==> config.mk <==
export PLATFORM = sky130hd
export DESIGN_NAME = dma_chan
export DESIGN_NICKNAME = d
export VERILOG_FILES = /design/src/rtl/dma_chan_pkg.sv /design/src/rtl/dma_chan_regs.sv /design/src/rtl/dma_chan_seq.sv /design/src/rtl/dma_chan.sv
export SDC_FILE = /design/constraint.sdc
export NUM_CORES = 1
export LEC_CHECK = 0
export ABC_CLOCK_PERIOD_IN_PS = 4800
export CAP_MARGIN = 5
export CORE_MARGIN = 2
export CORE_UTILIZATION = 44
export CTS_CLUSTER_SIZE = 24
export DETAILED_ROUTE_END_ITERATION = 8
export MAX_ROUTING_LAYER = met4
export PLACE_DENSITY = 0.87
export SLEW_MARGIN = 20
export SYNTH_ARGS = -nofsm -noshare
export SYNTH_HDL_FRONTEND = slang
export SYNTH_HIERARCHICAL = 1
export SYNTH_SLANG_ARGS = --single-unit
==> constraint.sdc <==
create_clock -name clk_i -period 4.8 [get_ports clk_i]
set_input_delay 0.72 -clock clk_i [delete_from_list [all_inputs] [get_ports clk_i]]
set_output_delay 0.72 -clock clk_i [all_outputs]
set_load 0.03 [all_outputs]
==> src/rtl/dma_chan_pkg.sv <==
package dma_chan_pkg;
  localparam int DATA_W   = 16;
  localparam int ADDR_W   = 15;
  localparam int CNT_W    = 14;
  localparam int SEL_W    = 6;
  localparam int STC_BIT  = 15;
  localparam int CLC_BIT  = 13;

  typedef enum logic [2:0] {
    ST_IDLE,
    ST_WAIT,
    ST_FETCH,
    ST_STEP,
    ST_FINISH
  } seq_state_e;
endpackage

==> src/rtl/dma_chan_regs.sv <==
module dma_chan_regs #(
  parameter int DW      = 16,
  parameter int AW      = 15,
  parameter int LW      = 14,
  parameter int SCW     = 6,
  parameter int STC_POS = 15,
  parameter int CLC_POS = 13
) (
  input  logic           clk_i,
  input  logic           rst_ni,
  input  logic [DW-1:0]  wdata_i,
  input  logic           prm_we_i,
  input  logic           prm_sel_i,
  input  logic           opt_we_i,
  input  logic           busy_i,
  input  logic           step_i,
  output logic           dir_o,
  output logic [AW-1:0]  addr_o,
  output logic [LW-1:0]  len_o,
  output logic           len_zero_o,
  output logic           stc_en_o,
  output logic           clc_en_o,
  output logic [SCW-1:0] sel_o
);
  logic           dir_q;
  logic [AW-1:0]  addr_q;
  logic [LW-1:0]  len_q;
  logic           stc_q, clc_q;
  logic [SCW-1:0] sel_q;

  // address / count: software writes only while idle, hardware steps while busy
  always_ff @(posedge clk_i or negedge rst_ni) begin
    if (!rst_ni) begin
      dir_q  <= 1'b0;
      addr_q <= '0;
      len_q  <= '0;
    end else if (!busy_i && prm_we_i) begin
      if (!prm_sel_i) begin
        dir_q  <= wdata_i[DW-1];
        addr_q <= wdata_i[AW-1:0];
      end else begin
        len_q  <= wdata_i[LW-1:0];
      end
    end else if (step_i) begin
      addr_q <= addr_q + 1'b1;
      len_q  <= len_q + 1'b1;
    end
  end

  always_ff @(posedge clk_i or negedge rst_ni) begin
    if (!rst_ni) begin
      stc_q <= 1'b0;
      clc_q <= 1'b0;
      sel_q <= '0;
    end else if (!busy_i && opt_we_i) begin
      stc_q <= wdata_i[STC_POS];
      clc_q <= wdata_i[CLC_POS];
      sel_q <= wdata_i[SCW-1:0];
    end
  end

  assign dir_o      = dir_q;
  assign addr_o     = addr_q;
  assign len_o      = len_q;
  assign len_zero_o = (len_q == '0);
  assign stc_en_o   = stc_q;
  assign clc_en_o   = clc_q;
  assign sel_o      = sel_q;


  len_step_chk: assert property (@(posedge clk_i) disable iff (!rst_ni)
    step_i |=> len_q == LW'($past(len_q) + 1'b1));


  busy_hold_chk: assert property (@(posedge clk_i) disable iff (!rst_ni)
    (busy_i && !step_i) |=> (addr_q == $past(addr_q) && len_q == $past(len_q)));
endmodule

==> src/rtl/dma_chan_seq.sv <==
module dma_chan_seq
  import dma_chan_pkg::*;
(
  input  logic clk_i,
  input  logic rst_ni,
  input  logic start_i,
  input  logic abort_i,
  input  logic dev_req_i,
  input  logic dev_end_i,
  input  logic dir_i,
  input  logic len_zero_i,
  input  logic stc_en_i,
  input  logic clc_en_i,
  output logic busy_o,
  output logic step_o,
  output logic mem_rd_o,
  output logic mem_wr_o,
  output logic dev_rd_o,
  output logic dev_wr_o,
  output logic dev_stc_o,
  output logic dev_clc_o,
  output logic done_o,
  output logic abrt_o
);
  seq_state_e st_q, st_d;
  logic done_q, abrt_q;
  logic set_done, set_abrt, accept;

  always_comb begin
    st_d      = st_q;
    step_o    = 1'b0;
    mem_rd_o  = 1'b0;
    mem_wr_o  = 1'b0;
    dev_rd_o  = 1'b0;
    dev_wr_o  = 1'b0;
    dev_stc_o = 1'b0;
    dev_clc_o = 1'b0;
    set_done  = 1'b0;
    set_abrt  = 1'b0;
    accept    = 1'b0;
    unique case (st_q)
      ST_IDLE: if (start_i) begin
        accept = 1'b1;
        st_d   = len_zero_i ? ST_FINISH : ST_WAIT;
      end
      ST_WAIT: begin
        if (abort_i) begin
          set_abrt = 1'b1;
          st_d     = ST_IDLE;
        end else if (dev_end_i && !dir_i) begin
          st_d = ST_FINISH;
        end else if (dev_req_i) begin
          if (!dir_i) begin
            dev_rd_o = 1'b1;
            mem_wr_o = 1'b1;
            step_o   = 1'b1;
            st_d     = ST_STEP;
          end else begin
            mem_rd_o = 1'b1;
            st_d     = ST_FETCH;
          end
        end
      end
      ST_FETCH: begin
        dev_wr_o = 1'b1;
        step_o   = 1'b1;
        st_d     = ST_STEP;
      end
      ST_STEP: begin
        dev_stc_o = stc_en_i;
        if (abort_i) begin
          set_abrt = 1'b1;
          st_d     = ST_IDLE;
        end else begin
          st_d = len_zero_i ? ST_FINISH : ST_WAIT;
        end
      end
      ST_FINISH: begin
        dev_clc_o = clc_en_i;
        set_done  = 1'b1;
        st_d      = ST_IDLE;
      end
      default: st_d = ST_IDLE;
    endcase
  end

  always_ff @(posedge clk_i or negedge rst_ni) begin
    if (!rst_ni) begin
      st_q   <= ST_IDLE;
      done_q <= 1'b0;
      abrt_q <= 1'b0;
    end else begin
      st_q <= st_d;
      if (accept) begin
        done_q <= 1'b0;
        abrt_q <= 1'b0;
      end else begin
        if (set_done) done_q <= 1'b1;
        if (set_abrt) abrt_q <= 1'b1;
      end
    end
  end

  assign busy_o = (st_q != ST_IDLE);
  assign done_o = done_q;
  assign abrt_o = abrt_q;


  out_after_read_chk: assert property (@(posedge clk_i) disable iff (!rst_ni)
    dev_wr_o |-> $past(mem_rd_o));


  stc_after_word_chk: assert property (@(posedge clk_i) disable iff (!rst_ni)
    dev_stc_o |-> $past(step_o));


  clc_then_done_chk: assert property (@(posedge clk_i) disable iff (!rst_ni)
    dev_clc_o |=> (done_o && !busy_o));


  abort_not_done_chk: assert property (@(posedge clk_i) disable iff (!rst_ni)
    $rose(abrt_o) |-> (!done_o && !busy_o));
endmodule

==> src/rtl/dma_chan.sv <==
module dma_chan
  import dma_chan_pkg::*;
#(
  parameter int DW  = DATA_W,
  parameter int AW  = ADDR_W,
  parameter int LW  = CNT_W,
  parameter int SCW = SEL_W
) (
  input  logic           clk_i,
  input  logic           rst_ni,
  input  logic [DW-1:0]  wdata_i,
  input  logic           prm_we_i,
  input  logic           prm_sel_i,
  input  logic           opt_we_i,
  input  logic           start_i,
  input  logic           abort_i,
  output logic [DW-1:0]  addr_o,
  output logic [DW-1:0]  len_o,
  output logic           busy_o,
  output logic           done_o,
  output logic           abrt_o,
  output logic           mem_rd_o,
  output logic           mem_wr_o,
  output logic [AW-1:0]  mem_addr_o,
  output logic [DW-1:0]  mem_wdata_o,
  input  logic [DW-1:0]  mem_rdata_i,
  input  logic           dev_req_i,
  input  logic           dev_end_i,
  input  logic [DW-1:0]  dev_rdata_i,
  output logic           dev_rd_o,
  output logic           dev_wr_o,
  output logic [DW-1:0]  dev_wdata_o,
  output logic [SCW-1:0] dev_sel_o,
  output logic           dev_stc_o,
  output logic           dev_clc_o
);
  localparam int PAD_W = DW - LW;

  logic          dir, len_zero, stc_en, clc_en, step, busy;
  logic [AW-1:0] addr;
  logic [LW-1:0] len;

  dma_chan_regs #(
    .DW(DW), .AW(AW), .LW(LW), .SCW(SCW),
    .STC_POS(STC_BIT), .CLC_POS(CLC_BIT)
  ) u_regs (
    .clk_i      (clk_i),
    .rst_ni     (rst_ni),
    .wdata_i    (wdata_i),
    .prm_we_i   (prm_we_i),
    .prm_sel_i  (prm_sel_i),
    .opt_we_i   (opt_we_i),
    .busy_i     (busy),
    .step_i     (step),
    .dir_o      (dir),
    .addr_o     (addr),
    .len_o      (len),
    .len_zero_o (len_zero),
    .stc_en_o   (stc_en),
    .clc_en_o   (clc_en),
    .sel_o      (dev_sel_o)
  );

  dma_chan_seq u_seq (
    .clk_i      (clk_i),
    .rst_ni     (rst_ni),
    .start_i    (start_i),
    .abort_i    (abort_i),
    .dev_req_i  (dev_req_i),
    .dev_end_i  (dev_end_i),
    .dir_i      (dir),
    .len_zero_i (len_zero),
    .stc_en_i   (stc_en),
    .clc_en_i   (clc_en),
    .busy_o     (busy),
    .step_o     (step),
    .mem_rd_o   (mem_rd_o),
    .mem_wr_o   (mem_wr_o),
    .dev_rd_o   (dev_rd_o),
    .dev_wr_o   (dev_wr_o),
    .dev_stc_o  (dev_stc_o),
    .dev_clc_o  (dev_clc_o),
    .done_o     (done_o),
    .abrt_o     (abrt_o)
  );

  assign busy_o      = busy;
  assign addr_o      = {dir, addr};
  assign len_o       = {{PAD_W{1'b0}}, len};
  assign mem_addr_o  = addr;
  assign mem_wdata_o = dev_rdata_i;
  assign dev_wdata_o = mem_rdata_i;
endmodule

==> results of run 1 <==
[layout make-up]
class                      count  area (um^2)  area share (%)
multi-input combinational    213         1410            39.8
sequential                    43         1080            30.3
timing repair buffer          86          851            24.0
tap                           80          100            2.82
clock buffer                   7         76.3            2.15
inverter                       7         26.3           0.740
clock inverter                 1         5.00           0.141
[where the power goes]
part / internal, uW / switching (uW)
clock: 102 / 130
combinational: 704 / 1000
sequential: 533 / 246
[sequential cells by signal, indices dropped and copies added, names as in the netlist]
| name | flops |
|---|---|
| u_regs/clc_en_o | 1 |
| u_seq/st_q | 3 |
| u_seq/abrt_o | 1 |
| u_regs/len_o | 14 |
| u_regs/stc_en_o | 1 |
| u_regs/sel_o | 6 |
| u_seq/done_o | 1 |
| u_regs/dir_o | 1 |
| u_regs/addr_o | 15 |
[per-stage QoR]
step / total power, uW / util, % / instances / area (um^2)
after floorplan: 1990 / - / 333 / 3020
after global placement: 2410 / 51.6 / 429 / 3470
after detailed placement: 2480 / 51.6 / 429 / 3470
after CTS: 2720 / 52.8 / 437 / 3550
after global routing: 2870 / 52.8 / 437 / 3550
final: 2720 / 52.8 / 437 / 3550
[kinds of logic (layout without fill, tap and decap cells)]
kind of cell    count (synthesis)  count (layout)  share of synthesized area, %
other cells                     1               2                         0.124
xor+xnor                        1               1                         0.291
mux                             9               9                          3.36
simple gates                  106             106                          20.0
buf+inv                        77             101                          17.5
flops                          43              43                          35.7
compound gates                 92              92                          21.8
fa+ha+maj                       3               3                          1.25
[path summary, 6_finish.rpt]
| path | from | to | slack (ns) | depth (start not counted) |
|---|---|---|---|---|
| max | abort_i | dev_rd_o | 1.68 | 5 |
| min | u_regs/sel_o[3] | u_regs/sel_o[3] | 0.51 | 1 |
| max reg2reg | u_seq/st_q[1] | u_regs/len_o[11] | 2.08 | 6 |
| min reg2reg | u_regs/sel_o[3] | u_regs/sel_o[3] | 0.51 | 1 |
| max in group asynchronous | rst_ni | u_regs/len_o[0] | 3.62 | 1 |
| min in group asynchronous | rst_ni | u_regs/addr_o[10] | 0.57 | 1 |
[cells in the final DEF, fill, tap and decap left out, types with 3 or more instances in the layout]
master and count:
nor3_1 4, mux2_2 9, nand2b_1 4, o22a_1 9, a41oi_1 3, nand3_1 8, o221a_2 3, clkbuf_8 5
inv_1 7, nand2_1 16, clkdlybuf4s50_1 83, and4_1 3, ha_1 3, nor3b_1 3, dfrtp_1 43, nor4_1 4
a21oi_1 29, o22ai_1 6, nand4_1 13, o21ai_0 11, nor2_1 19, and2_1 8, a31oi_1 7, and3_1 8
[worst max-delay path: stages]
cell and delay, ns:
clkdlybuf4s50_1 0.43, and2b_4 0.29, nand3_1 0.11, nor3_2 0.15, clkdlybuf4s50_1 0.70
[per-layer routing]
metal  GRT usage [%]  share of wire (%)  up-vias
met2            32.9                 46      173
met1            28.5                 43     1266
met3            4.38                9.2       25
li1                -                  -     1208
met5               -                  0        -
met4            7.67                1.9        0
==> results.yml, run 1 <==
sta:
  holdWs_ns: 0.512
  min_period_over_period_pct: 65.0
  final-hold-violation-count: 0
  setup_viol: 0
  tightest_slew_ns: 0.980
  relSlewSlack_pct: 34.7
  slew_violations: 0
  fin_skew_ns: 0.00434
  fmax_mhz: 320
  fin_tns_setup_ns: 0
  rsz0062_at_grt: "false"
  period_needed_ns: 3.12
  finalWorstSetupSlack_ns: 1.68
placement:
  pre_cts_ws_ns: 1.68
  hpwlAfterDp_um: 5720
  place_congestion: 0.847
  io_buffers: 84
power_and_ir_drop:
  power_density_nw_per_um2: 766
  p_leak_uw: 0.00137
  vdd_ir_drop_max_v: 0.000400
finish:
  n_fill_cell: 610
  nets: 416
  antenna_cells: 0
  drive_gt1_share_pct: 11.5
  area_delta_synth_final_pct: 17.8
logic_synthesis:
  synth-seq-cells: 43
  synth_edf_count: 0
  synthFlopType: "dfrtp_1"
  seq_area_frac_synth_pct: 35.7
  yosysWarnings: 6
  synth_top_cell_by_area: "dfrtp_1"
  synthArstFlopShare_pct: 100
  ys_types: 58
  yosysMostFrequentCell: "buf_4"
  yosys-top-cells-area: "dfrtp_1 (36%), buf_4 (13%), a21oi_1 (4.8%)"
  synth_cells: 332
  syn_area_per_cell_um2: 9.07
  yosys-top-cells-count: "buf_4 (53), dfrtp_1 (43), a21oi_1 (29)"
  synth_top_area_share_pct: 35.7
  syn_area_um2: 3010
clock_network:
  cts_resized: 0
  h-tree-depth: 2
  clock-sinks: 43
  cts_hold_buf: 0
  cts_root_buf: "clkbuf_8"
  clk_latency_ns: 0.30
  cts_tree: "done"
  clk_path_buf_depth: 2
  clk_pin_slew_ns: 0.08
  cts_buffers: 5
  cts_setup_buffers: 0
grt:
  antenna_found_initial: 0
  grt.total_usage_pct: 21.5
  grt_max_degree: 44
  grt_pass1_vias: 2504
  overflow: 0
  grt_pass1_wl_um: 12400
floorplan:
  io_pins: 151
  start_util_pct: 44.8
  die_w_um: 86.8
  fp.dieH_um: 86.8
  fp.dieArea_um2: 7530
  row_count: 30
  core_um2: 6720
detailed_routing:
  drc: 0
  ant_nets: 0
  vias: 2672
  wl_per_cell_um: 18.2
  first_pass_iters: 5
  wirelength_um: 7960
  drtIter0Drc: 251
  via_per_inst: 6.11
setup_path:
  crit_required_ns: 4.08
  path_max_fanout: 5
  critPathLaunchType: "primary input"
  path_class: "in -> out"
  crit_arrival_ns: 2.40
  end_kind: "output port"
flow_run:
  cap_viol_max_count: 0
status:
  status: "finished, final reports clean"
min_path:
  hold_path.class: "reg -> reg"
(Power assumes the default switching activity.)
==> inputs of run 2 (changes only) <==
ABC_CLOCK_PERIOD_IN_PS = 3200   (was 4800)
CORE_UTILIZATION = 41   (was 44)
PLACE_DENSITY = 0.82   (was 0.87)
clock period = 3.2 ns   (was 4.8 ns; I/O delays follow)
==> results.yml, run 2 (synthesized netlist as in run 1, its figures left out) <==
power_and_ir_drop:
  p_comb_share_pct: 61.5
  pwr-share-seq_pct: 27.9
  vdd_ir_drop_max_v: 0.000475
  power.switching_uw: 2030
  p_clk_share_pct: 10.6
  p_leak_uw: 0.00139
  power_density_nw_per_um2: 1150
  p_int_uw: 2110
  power.share.switching_pct: 49.0
clock_network:
  cts_resized: 0
  clk_path_buf_depth: 2
  cts_root_buf: "clkbuf_8"
  clock-sinks: 43
  clk_latency_ns: 0.30
  clk_pin_slew_ns: 0.09
  cts_hold_buf: 0
  h-tree-depth: 2
  cts_buffers: 5
  cts_setup_buffers: 0
  cts_tree: "done"
sta:
  final-hold-violation-count: 0
  fin_tns_setup_ns: 0
  fmax_mhz: 378
  min_period_over_period_pct: 82.6
  fin_skew_ns: 0.0110
  rsz0062_at_grt: "false"
  finalWorstSetupSlack_ns: 0.556
  setup_viol: 0
  relSlewSlack_pct: 35.0
  slew_violations: 0
  tightest_slew_ns: 0.975
  period_needed_ns: 2.64
  holdWs_ns: 0.328
floorplan:
  start_util_pct: 42.0
  die_w_um: 89.7
  row_count: 31
  fp.dieH_um: 89.7
  io_pins: 151
  fp.dieArea_um2: 8050
  core_um2: 7180
placement:
  pre_cts_ws_ns: 0.560
  place_congestion: 0.853
  hpwlAfterDp_um: 5570
  dpl.cell_count: 449
  io_buffers: 84
setup_path:
  r2r_slack_ns: 0.62
  reg2reg_to: "u_regs/addr_o[14]"
  critPathLaunchType: "primary input"
  crit_required_ns: 2.72
  reg2regPathDepth: 5
  reg2reg_from: "u_seq/st_q[0]"
  path_max_fanout: 5
  path_common_cell: "clkdlybuf4s50_1"
  crit_arrival_ns: 2.16
  path_class: "in -> out"
  cpPeakStageDelay_ns: 0.70
  end_kind: "output port"
  crit_start: "abort_i"
  worstPathCellList: "clkdlybuf4s50_1 > and2b_4 > nand3_1 > nor3_2 > clkdlybuf4s50_1"
  slowest_stage: "clkdlybuf4s50_1"
  crit_end: "mem_wr_o"
finish:
  fin_cells: 457
  mostFrequentLayoutCell: "clkdlybuf4s50_1"
  n_fill_cell: 657
  largest_reg_flops: 15
  finalCoreUtilization_pct: 50.4
  nets: 417
  antenna_cells: 0
  layout_common_cells: "clkdlybuf4s50_1 (83), dfrtp_1 (43), a21oi_1 (29), nor2_1 (19), nand2_1 (16)"
  area_delta_synth_final_pct: 20.0
  drive_gt1_share_pct: 12.3
detailed_routing:
  drtIter0Drc: 234
  ant_nets: 0
  first_pass_iters: 5
  wl_per_cell_um: 16.7
  drc: 0
  via_per_inst: 5.77
  vias: 2639
  wirelength_um: 7650
grt:
  grt_max_degree: 44
  grt_pass1_vias: 2490
  antenna_found_initial: 0
  grt_pass1_wl_um: 12700
  grt.total_usage_pct: 19.7
  overflow: 0
flow_run:
  cap_viol_max_count: 0
min_path:
  hold_path.class: "in -> async"
status:
  status: "finished, final reports clean"
-- run 2: cell count changes in the layout (fill, tap and decap cells not counted), sizes merged --
| cell | before | now |
|---|---|---|
| bufinv | 0 | 1 |
| buf | 3 | 4 |
| clkbuf | 7 | 6 |
-- run 2: stage by stage --
step                cell area (um^2)  total power (uW)
finish                          3620              4140
global route                    3620              4410
CTS                             3620              4150
detailed placement              3500              3700
global placement                3500              3640
floorplan                       3020              2980
-- run 2: power groups by stage --
stage | Sequential, uW | Clock, uW | Combinational [uW]
after global routing | 1220 | 474 | 2720
after CTS | 1160 | 453 | 2540
after detailed placement | 1170 | 0 | 2530
after global placement | 1150 | 0 | 2490
final | 1160 | 441 | 2550
after floorplan | 1510 | 0 | 1470
-- run 2: worst max-delay path, delay by kind of cell --
kind / cells / cell delay (ns)
buffers and inverters: 2 / 1.12
and+or+nand+nor: 3 / 0.56
-- run 2: how the worst min path moves through the flow --
stage                  endpoint    startpoint  cells after the start  slack, ns
2_1_floorplan  u_regs/addr_o[0]        rst_ni                      0       0.18
3_3_place_gp       u_seq/done_o  u_seq/done_o                      1       0.49
3_5_place_dp       u_seq/done_o  u_seq/done_o                      1       0.49
4_1_cts        u_regs/len_o[10]        rst_ni                      1       0.36
5_1_grt        u_regs/len_o[12]        rst_ni                      1       0.41
6_report       u_regs/len_o[12]        rst_ni                      1       0.33
-- run 2: final cells by class --
cell class / instances / area [um^2] / area share, %
multi-input combinational: 213 / 1410 / 39.1
clock inverter: 2 / 35.0 / 0.969
timing repair buffer: 87 / 858 / 23.7
sequential: 43 / 1080 / 29.8
tap: 99 / 124 / 3.43
inverter: 7 / 26.3 / 0.727
clock buffer: 6 / 82.6 / 2.28
-- run 2: per-layer routing --
layer / wire (um) / track usage [%] / vias to the layer above
met4: 74 / 5.00 / 0
met1: 3390 / 26.7 / 1267
met2: 3470 / 30.2 / 129
met5: 0 / - / -
li1: - / - / 1222
met3: 710 / 4.53 / 21
